## src/rtl/rst_seq_pkg.sv

```systemverilog
package rst_seq_pkg;

  localparam logic [2:0] MODE_NORMAL = 3'd0;
  localparam logic [2:0] MODE_POR    = 3'd1;
  localparam logic [2:0] MODE_WARM   = 3'd2;
  localparam logic [2:0] MODE_PWRUP  = 3'd3;
  localparam logic [2:0] MODE_DBG    = 3'd4;
  localparam logic [2:0] MODE_COHP   = 3'd5;

  // Asserted-high view of the reset lines; bit 4 is the power-on line.
  typedef struct packed {
    logic por;
    logic cpu;
    logic dbg;
    logic dbgapb;
    logic cohp;
  } rst_lines_t;

  typedef enum logic [1:0] {
    GATE_NONE = 2'd0,
    GATE_CPU  = 2'd1,
    GATE_COHP = 2'd2
  } gate_kind_t;

  typedef enum logic [1:0] {
    ST_IDLE = 2'd0,
    ST_WAIT = 2'd1,
    ST_HOLD = 2'd2
  } seq_state_t;

  function automatic int unsigned eff_hold(input int unsigned h);
    return (h < 4) ? 4 : h;
  endfunction

  function automatic logic mode_defined(input logic [2:0] m);
    return (m <= MODE_COHP);
  endfunction

  function automatic rst_lines_t mode_pattern(input logic [2:0] m, input logic emu);
    rst_lines_t p;
    p = '0;
    case (m)
      MODE_POR:   p = '1;
      MODE_WARM:  p.cpu = 1'b1;
      MODE_PWRUP: begin
        p.cpu = 1'b1;
        p.dbg = !emu;
      end
      MODE_DBG:   begin
        p.dbg    = 1'b1;
        p.dbgapb = 1'b1;
      end
      MODE_COHP:  p.cohp = 1'b1;
      default:    p = '0;
    endcase
    return p;
  endfunction

  function automatic gate_kind_t mode_gate(input logic [2:0] m);
    case (m)
      MODE_WARM, MODE_PWRUP: return GATE_CPU;
      MODE_COHP:             return GATE_COHP;
      default:               return GATE_NONE;
    endcase
  endfunction

endpackage

```

## src/rtl/rst_mode_decode.sv

```systemverilog
module rst_mode_decode
  import rst_seq_pkg::*;
(
  input  logic [2:0]  mode,
  input  logic        emu_wake,
  output rst_lines_t  pattern,
  output gate_kind_t  gate,
  output logic        defined,
  output logic        is_normal
);

  always_comb begin
    pattern   = mode_pattern(mode, emu_wake);
    gate      = mode_gate(mode);
    defined   = mode_defined(mode);
    is_normal = (mode == MODE_NORMAL);
  end

endmodule

```

## src/rtl/rst_quiesce_gate.sv

```systemverilog
module rst_quiesce_gate
  import rst_seq_pkg::*;
(
  input  gate_kind_t gate,
  input  logic       bypass,
  input  logic       cpu_wfe_stopped,
  input  logic       cpu_wfi_stopped,
  input  logic       cpu_no_traffic,
  input  logic       cp_idle,
  input  logic       cp_no_new_txn,
  output logic       ok
);

  logic cpu_quiet;
  logic cp_quiet;

  always_comb begin
    cpu_quiet = (cpu_wfe_stopped || cpu_wfi_stopped) && cpu_no_traffic;
    cp_quiet  = cp_idle && cp_no_new_txn;
    case (gate)
      GATE_CPU:  ok = bypass || cpu_quiet;
      GATE_COHP: ok = bypass || cp_quiet;
      default:   ok = 1'b1;
    endcase
  end

endmodule

```

## src/rtl/rst_hold_timer.sv

```systemverilog
module rst_hold_timer #(
  parameter int unsigned HOLD = 4
) (
  input  logic clk,
  input  logic rst_n,
  input  logic start,
  input  logic run,
  output logic expire
);

  localparam int unsigned CW = (HOLD < 2) ? 1 : $clog2(HOLD);
  localparam logic [CW-1:0] LAST = CW'(HOLD - 1);

  logic [CW-1:0] cnt_q;

  assign expire = run && (cnt_q == LAST);

  always_ff @(posedge clk or negedge rst_n) begin
    if (!rst_n) begin
      cnt_q <= '0;
    end else if (start) begin
      cnt_q <= '0;
    end else if (run && !expire) begin
      cnt_q <= cnt_q + 1'b1;
    end
  end

endmodule

```

## src/rtl/rst_mode_seq.sv

```systemverilog
module rst_mode_seq
  import rst_seq_pkg::*;
#(
  parameter int unsigned HOLD_CYCLES = 4
) (
  input  logic       clk,
  input  logic       rst_n,
  input  logic       req_valid,
  input  logic [2:0] req_mode,
  input  logic       req_emu_wake,
  input  logic       req_with_bus,
  input  logic       cpu_wfe_stopped,
  input  logic       cpu_wfi_stopped,
  input  logic       cpu_no_traffic,
  input  logic       cp_idle,
  input  logic       cp_no_new_txn,
  output logic       por_rst_n,
  output logic       cpu_rst_n,
  output logic       dbg_rst_n,
  output logic       dbgapb_rst_n,
  output logic       cp_rst_n,
  output logic       busy,
  output logic       done,
  output logic       mode_err
);

  localparam int unsigned HOLD_EFF = eff_hold(HOLD_CYCLES);

  seq_state_t state_q;
  rst_lines_t lines_q;
  rst_lines_t pat_q;
  gate_kind_t gate_q;
  logic       bypass_q;
  logic       done_q;
  logic       err_q;

  rst_lines_t dec_pat;
  gate_kind_t dec_gate;
  logic       dec_defined;
  logic       dec_normal;

  // Named internal events, also observed by the checker.
  logic       accept;
  gate_kind_t gate_sel;
  logic       gate_bypass;
  logic       gate_ok;
  logic       start_hold;
  logic       hold_expire;

  rst_mode_decode u_dec (
    .mode      (req_mode),
    .emu_wake  (req_emu_wake),
    .pattern   (dec_pat),
    .gate      (dec_gate),
    .defined   (dec_defined),
    .is_normal (dec_normal)
  );

  assign accept      = req_valid && (state_q == ST_IDLE);
  assign gate_sel    = (state_q == ST_IDLE) ? dec_gate : gate_q;
  assign gate_bypass = (state_q == ST_IDLE) ? req_with_bus : bypass_q;

  rst_quiesce_gate u_gate (
    .gate            (gate_sel),
    .bypass          (gate_bypass),
    .cpu_wfe_stopped (cpu_wfe_stopped),
    .cpu_wfi_stopped (cpu_wfi_stopped),
    .cpu_no_traffic  (cpu_no_traffic),
    .cp_idle         (cp_idle),
    .cp_no_new_txn   (cp_no_new_txn),
    .ok              (gate_ok)
  );

  assign start_hold = gate_ok &&
                      ((accept && dec_defined && !dec_normal) || (state_q == ST_WAIT));

  rst_hold_timer #(.HOLD(HOLD_EFF)) u_timer (
    .clk    (clk),
    .rst_n  (rst_n),
    .start  (start_hold),
    .run    (state_q == ST_HOLD),
    .expire (hold_expire)
  );

  always_ff @(posedge clk or negedge rst_n) begin
    if (!rst_n) begin
      state_q  <= ST_HOLD;
      lines_q  <= '1;
      pat_q    <= '1;
      gate_q   <= GATE_NONE;
      bypass_q <= 1'b0;
      done_q   <= 1'b0;
      err_q    <= 1'b0;
    end else begin
      done_q <= 1'b0;
      case (state_q)
        ST_IDLE: begin
          if (accept) begin
            if (!dec_defined) begin
              err_q  <= 1'b1;
              done_q <= 1'b1;
            end else if (dec_normal) begin
              err_q  <= 1'b0;
              done_q <= 1'b1;
            end else begin
              err_q    <= 1'b0;
              pat_q    <= dec_pat;
              gate_q   <= dec_gate;
              bypass_q <= req_with_bus;
              if (start_hold) begin
                state_q <= ST_HOLD;
                lines_q <= dec_pat;
              end else begin
                state_q <= ST_WAIT;
              end
            end
          end
        end
        ST_WAIT: begin
          if (start_hold) begin
            state_q <= ST_HOLD;
            lines_q <= pat_q;
          end
        end
        ST_HOLD: begin
          if (hold_expire) begin
            state_q <= ST_IDLE;
            lines_q <= '0;
            done_q  <= 1'b1;
          end
        end
        default: begin
          state_q <= ST_IDLE;
          lines_q <= '0;
        end
      endcase
    end
  end

  assign por_rst_n    = !lines_q.por;
  assign cpu_rst_n    = !lines_q.cpu;
  assign dbg_rst_n    = !lines_q.dbg;
  assign dbgapb_rst_n = !lines_q.dbgapb;
  assign cp_rst_n     = !lines_q.cohp;
  assign busy         = (state_q != ST_IDLE);
  assign done         = done_q;
  assign mode_err     = err_q;

endmodule

```

## config.mk

```make
export PLATFORM = sky130hd
export DESIGN_NAME = rst_mode_seq
export DESIGN_NICKNAME = d
export VERILOG_FILES = /design/src/rtl/rst_seq_pkg.sv /design/src/rtl/rst_mode_decode.sv /design/src/rtl/rst_quiesce_gate.sv /design/src/rtl/rst_hold_timer.sv /design/src/rtl/rst_mode_seq.sv
export SDC_FILE = /design/constraint.sdc
export NUM_CORES = 1
export LEC_CHECK = 0
export ABC_AREA = 1
export CAP_MARGIN = 20
export CELL_PAD_IN_SITES_DETAIL_PLACEMENT = 1
export CELL_PAD_IN_SITES_GLOBAL_PLACEMENT = 1
export CORE_MARGIN = 8
export CORE_UTILIZATION = 38
export CTS_CLUSTER_SIZE = 40
export DETAILED_ROUTE_END_ITERATION = 10
export GPL_ROUTABILITY_DRIVEN = 0
export PLACE_DENSITY_LB_ADDON = 0.1
export SETUP_SLACK_MARGIN = 0.15
export SYNTH_ARGS = -nofsm -noshare
export SYNTH_HDL_FRONTEND = slang
export SYNTH_HIERARCHICAL = 1
export SYNTH_SLANG_ARGS = --single-unit
```

## constraint.sdc

```tcl
create_clock -name clk -period 2.35 [get_ports clk]
set_clock_uncertainty 0.2 [all_clocks]
set_input_delay 0.5875 -clock clk [delete_from_list [all_inputs] [get_ports clk]]
set_output_delay 0.5875 -clock clk [all_outputs]
set_load 0.005 [all_outputs]
```

## Word level (Yosys, flattened, before mapping)

Cells that the tools add are included.

- Memories kept: 0
- Input port bits: 13
- Output and inout bits: 8
- Bits in latches: 0
- Register bits: 19
- Memory bits (read-only): 0
- Memory bits (writable): 0

- Magnitude comparators: 1
- $add $sub $neg: 1
- Multipliers: 0
- Equal/unequal tests: 16
- Multiplexer cells: 31
- Bitwise gates (word level): 1
- Shifts and indexed selects: 0
- Divide/modulo/power cells: 0
- Reductions and logical operators: 32

Operator list:

| operator | number |
|---|---|
| 2-to-1 mux 5 bit | 6 |
| 2-to-1 mux 2 bit | 9 |
| one-hot mux 5 bit (3 select lines) | 1 |
| != test 2 bit, second input constant | 6 |
| 2-to-1 mux 1 bit | 10 |
| logical AND 1 bit | 8 |
| zero test 1 bit | 8 |
| equality test 2 bit, second input constant | 3 |
| equality test 3 x 2 -> 1 bit, second input constant | 2 |
| equality test 3 bit, second input constant | 2 |
| one-hot mux 1 bit (2 select lines) | 3 |
| one-hot mux 2 bit (3 select lines) | 1 |
| AND reduction 6 bit | 1 |
| OR reduction 2 bit | 3 |
| AND reduction 5 bit | 1 |
| equality test 2 x 1 -> 1 bit, second input constant | 2 |
| logical OR 1 bit | 4 |
| one-hot mux 2 bit (2 select lines) | 1 |
| AND reduction 4 bit | 1 |
| nonzero test 2 bit | 2 |
| equality test 3 x 1 -> 1 bit, second input constant | 1 |
| less-or-equal comparator 3 bit, second input constant | 1 |
| zero test 3 bit | 1 |
| OR reduction 3 bit | 1 |
| 4 further kinds | 4 |

## Longest topological paths before layout

- Depth in word-level cells: 12
- Gate-level depth with buffers: 16
- Mapped depth without buffers: 14

## Modules after synthesis

Netlist, hierarchy kept.

By module, submodules not included:

| module | times used | cells an instance | area an instance (um^2) |
|---|---|---|---|
| rst_mode_seq | 1 | 115 | 960.9 |
| rst_hold_timer | 1 | 15 | 113.9 |
| rst_mode_decode | 1 | 18 | 83.8 |
| rst_quiesce_gate | 1 | 11 | 60.1 |

## Worst setup path before layout

Ideal clock, no wire load.

- Path type: register to register
- From: register state_q[1]
- To: register lines_q[0] (netlist bit)
- Setup time: 0.061 ns
- Period minus slack after synthesis: 2.132 ns
- Cell stages (with the launch flop): 15
- Required time: 2.089 ns
- Path slack: 0.218 ns
- Arrival time: 1.871 ns
- Cell sequence: dfstp_2 inv_4 nand2_2 buf_6 nand2_1 o21ai_0 inv_1 ha_1 nor2_1 nand3_2 nor2_1 nor2_4 nand2_4 nand2_1 nand2_1

RTL lines:

| item | line | RTL |
|---|---|---|
| start: declaration | rst_mode_seq.sv:29 | `seq_state_t state_q;` |
| start signal: assignment | rst_mode_seq.sv:87 | `state_q <= ST_HOLD;` |
| start signal: assignment | rst_mode_seq.sv:111 | `state_q <= ST_HOLD;` |
| start signal: assignment | rst_mode_seq.sv:114 | `state_q <= ST_WAIT;` |
| zero test 2 bit (*) | rst_mode_seq.sv:60 | `assign gate_sel = (state_q == ST_IDLE) ? dec_gate : gate_q;` |
| 2-to-1 mux 2 bit (*) | rst_mode_seq.sv:60 |  |
| net gate_sel[0] | rst_mode_seq.sv:44 | `gate_kind_t gate_sel;` |
| equality test 2 bit / equality test 2 x 1 -> 1 bit (equally long branches) | rst_quiesce_gate.sv:20 | `case (gate)` |
| one-hot mux 1 bit (2 select lines) (*) | rst_quiesce_gate.sv:20 |  |
| net gate_ok | rst_mode_seq.sv:46 | `logic gate_ok;` |
| logical AND 1 bit (*) | rst_mode_seq.sv:74 | `assign start_hold = gate_ok &&` |
| != test 2 bit (no line) | - |  |
| AND reduction 6 bit (no line) (*) | - |  |
| end signal: assignment | rst_mode_seq.sv:112 | `lines_q <= dec_pat;` |
| end signal: assignment | rst_mode_seq.sv:122 | `lines_q <= pat_q;` |
| end: declaration | rst_mode_seq.sv:30 | `rst_lines_t lines_q;` |

Mark *: on every way through the listed nets, which the timed path passes. The rest lies on a longest branch.
A chain may end at the register's enable or synchronous reset.

## Final worst setup path

- From: register lines_q[1] (netlist bit)
- To: output port dbgapb_rst_n

- Cells in the longest elaborated chain, start to end: 1

Ends and longest elaborated chain:

| item | line | RTL |
|---|---|---|
| zero test 1 bit | rst_mode_seq.sv:143 | `assign dbgapb_rst_n = !lines_q.dbgapb;` |
| end: declaration | rst_mode_seq.sv:20 | `output logic dbgapb_rst_n,` |

Every way passes these cells.

==> summary.md <==
The run finished with clean final reports. Global routing consumed, on the met2 layer, 23.6% of the routing resources. The logs give 9.4% for the portion of total power attributed to the clock network and 1220 um^2 for the summed instance area of the synthesized netlist. At the worst endpoint, the required time is 1.56 ns. For the post-synthesis cell type count, the log shows 21. The die covers 5280 um^2. The analysis attributes to net switching a power of 0.774 mW. The height of the die is 72.6 um, and the routing usage on met3 is 3.30%.

CTS buffer count: 3. Averaged over all synthesized cells, the footprint is 7.66 um^2. The initial antenna violation count is 0. The maximum resistive drop on vdd was 0.498 mV. Static timing analysis puts the maximum clock frequency at 0.474 GHz. Across the whole layout, storage elements account for 489 um^2. The library cell occupying the most area in the post-synthesis netlist is dfstp_2. After detailed routing, the number of remaining DRC violations is 0. CTS saw 19 sinks. The logs give 0 for the total global routing overflow and 1,198 for the via count of the first global-routing pass. In this run the power density over the cells is 1070 nW/um^2.

The first detailed-routing pass took 4 iterations. After clock tree synthesis, the clock-pin slew on the worst setup and hold paths is 0.11 ns. The internal power of the cells totals 1.02 mW.

The number of buffers inserted for hold repair after clock tree synthesis was 0; the combined area of the multi-input logic cells was 666 um^2. The fraction of synthesized cell area taken by the top area cell type works out to 23.7%. The type of the worst setup path was register to primary output.

Compared with the post-synthesis result, the final layout area differs by 38.4%. Headroom to the max-slew limit came out at 78.0%. Data on the critical path arrives at its endpoint at 1.32 ns. The number of I/O port buffers was 20. The switching share of total power was 43.1%. Synthesis inferred 19 register bits. The tools report the area of the core as 3050 um^2. The logs give 3240 um for the detailed-route wire length and 39.9% for the initial cell density of the core. In this run the remaining antenna-violating nets after routing total 0. In this run, placement finished with an instance count of 234. Counting instances, the worst hold path has a depth of 2.

Overall fraction of global-route tracks in use: 12.8%. For this run, the post-layout net count is 213. Setup repair after global routing left no endpoint under its margin. Of the available clock period, the critical path in the final layout requires 89.8%.

The combinational cell fraction of total power was 56.9%; the maximum single-stage delay on the critical path was 0.55 ns. Along the worst path, the maximum fanout reaches 2. Of the cells placed in the final design, the portion with a size suffix greater than 1 is 36.5%. Final non-filler cell total: 241. The worst path in the final design needs a cycle of 2.11 ns, including I/O delays and setup. STA classifies the critical path startpoint as a register. The critical path goes through inv_1 -> clkdlybuf4s50_1. Detailed placement finished with a half-perimeter wire length of 2400 um.

The number of cell instances on the worst register-to-register path was 12; the final cell utilization of the core was 55.2%. The worst hold path belongs to the class register to register. OpenSTA, run right after detailed placement, puts the worst setup slack at -0.513 ns. The run gives 392 as the total of fill cells in the finished design. Final-report hold violation count: 0.

The slowest cell on the critical path is dfstp_2. In the final routed layout, each cell accounts on average for 13.4 um. Antenna diode count: 0. The global routing stage identified its most utilized layer as met2. In the global route stage, met1 resource usage came out at 14.3%. The clock network latency to the later pin of the worst-skew pair was 0.30 ns; the part of the power in registers was 33.6%.

The max-slew violation count was 0. In the routed layout, each cell is associated on average with a via count of 4.59. The final route contains 1,107 vias. The run gives 1 as the total number of H-tree levels. The kind of end point of the critical path was a primary output. Clock tree synthesis selected as its root buffer the cell clkbuf_4. The detailed router finished its first iteration with 39 violations. The gate family responsible for the most delay along the worst path was flip-flops. Counting every net in the synthesized netlist gives 174. Fraction of the yosys area taken by sequential cells: 40.1%. Counting both buffers and inverters, the worst setup path holds a total of 2. Largest net degree at the start of global routing: 20. Total of max-cap violations: 0. Final hold analysis gives a worst-case slack of 0.270 ns. TritonCTS built the clock tree. In this run the static leakage power is 0.819 nW. The maximum count of clock buffers along a single path was 2; the worst path setup slack after routing was 0.240 ns.

The x dimension of the die is 72.6 um. The first global-routing pass estimated 5350 um of wire. In this run the core area contains 20 standard-cell rows.

The post-synthesis instance total is 159. The final number of setup-violating endpoints is 0. Yosys attributes the largest share of cell area to dfstp_2, dfrtp_1, nand2_1, inv_1, o21ai_2.

The count of pins on the block boundary is 21. During synthesis, Yosys emitted a total of 6 warnings. Counting buffers and inverters, the worst setup path is 2 cells deep. The transition time of the tightest slew-check pin came out at 0.328 ns.
## worst min-delay path, stage by stage (launching register included)
cell and delay [ns]:
dfstp_2 0.39, nand2_1 0.05, nand2_1 0.04
## repair_timing
item / CTS / global route
endpoints found under the setup margin: 10 / 8
resized for setup: 16 / 16
cloned: 0 / 0
buffers inserted: 3 / 0
pin swaps: 8 / 7
## sequential cells by signal, indices dropped and copies added, names as in the netlist
register       count
lines_q            5
bypass_q           1
done               1
u_timer/cnt_q      2
mode_err           1
pat_q              5
state_q            2
gate_q             2
## synthesized netlist by cell type (all sizes together)
cell    n
nand2  46
dfstp  11
a21oi   3
ha      2
nand3  16
nor2   17
nor3    1
dfrtp   8
inv    34
o21ai  17
nand4   1
buf     3
## stage by stage
step / area [um^2] / power, mW / TNS [ns]
2_1_floorplan: 1220 / 1.20 / 0
5_1_grt: 1690 / 1.95 / 0
6_report: 1690 / 1.80 / 0
3_5_place_dp: 1550 / 1.49 / -4.20
4_1_cts: 1620 / 1.72 / 0
3_3_place_gp: 1550 / 1.45 / -3.25
## final timing paths
path | start | to | slack, ns
worst max-delay path | lines_q[1]$_DFFE_PN1P_ | dbgapb_rst_n | 0.24
max in group asynchronous | rst_n | pat_q[2]$_DFFE_PN1P_ | 1.27
worst max register to register | state_q[1]$_DFFE_PN1P_ | lines_q[3]$_DFFE_PN1P_ | 0.29
worst min-delay path | lines_q[2]$_DFFE_PN1P_ | lines_q[2]$_DFFE_PN1P_ | 0.27
worst min register to register | lines_q[2]$_DFFE_PN1P_ | lines_q[2]$_DFFE_PN1P_ | 0.27
min in group asynchronous | rst_n | mode_err$_DFFE_PN0P_ | 0.41
## power by group through the flow
| stage | Sequential, mW | Clock (mW) | Combinational, mW |
|---|---|---|---|
| after floorplan | 0.589 | 0 | 0.608 |
| after global placement | 0.605 | 0 | 0.844 |
| after detailed placement | 0.613 | 0 | 0.879 |
| after CTS | 0.604 | 0.176 | 0.943 |
| after global routing | 0.619 | 0.189 | 1.14 |
| final | 0.605 | 0.170 | 1.02 |
## final cells by class
type                       count  area share, %
multi-input combinational    103           39.5
sequential                    19           29.0
timing repair buffer          37           19.0
inverter                      34           7.72
tap                           44           3.26
clock buffer                   4           1.56
## cells by family after synthesis
kind of cell             Yosys count  synth area share (%)
buffers and inverters             37                  13.4
AO/OA/AOI/OAI                     20                  10.7
flip-flops                        19                  40.1
AND/OR/NAND/NOR                   81                  33.7
adder cells (fa/ha/maj)            2                  2.05
## metal layers
layer | routed length [um] | vias up
li1 | - | 565
met2 | 1750 | 15
met4 | 13 | 0
met1 | 1380 | 525
met5 | 0 | -
met3 | 91 | 2
## placed cells by master, fill, tap and decap left out, types with 7 or more instances in the layout
| cell type | netlist | layout |
|---|---|---|
| o21ai_2 | 8 | 8 |
| clkdlybuf4s50_1 | 0 | 16 |
| nand3_1 | 13 | 12 |
| nor2_4 | 3 | 8 |
| nor2_1 | 10 | 7 |
| dfrtp_1 | 8 | 8 |
| inv_1 | 29 | 27 |
| nand2_1 | 40 | 37 |
| buf_4 | 0 | 17 |
| dfstp_2 | 11 | 11 |
Power figures use the tool's default switching activity.
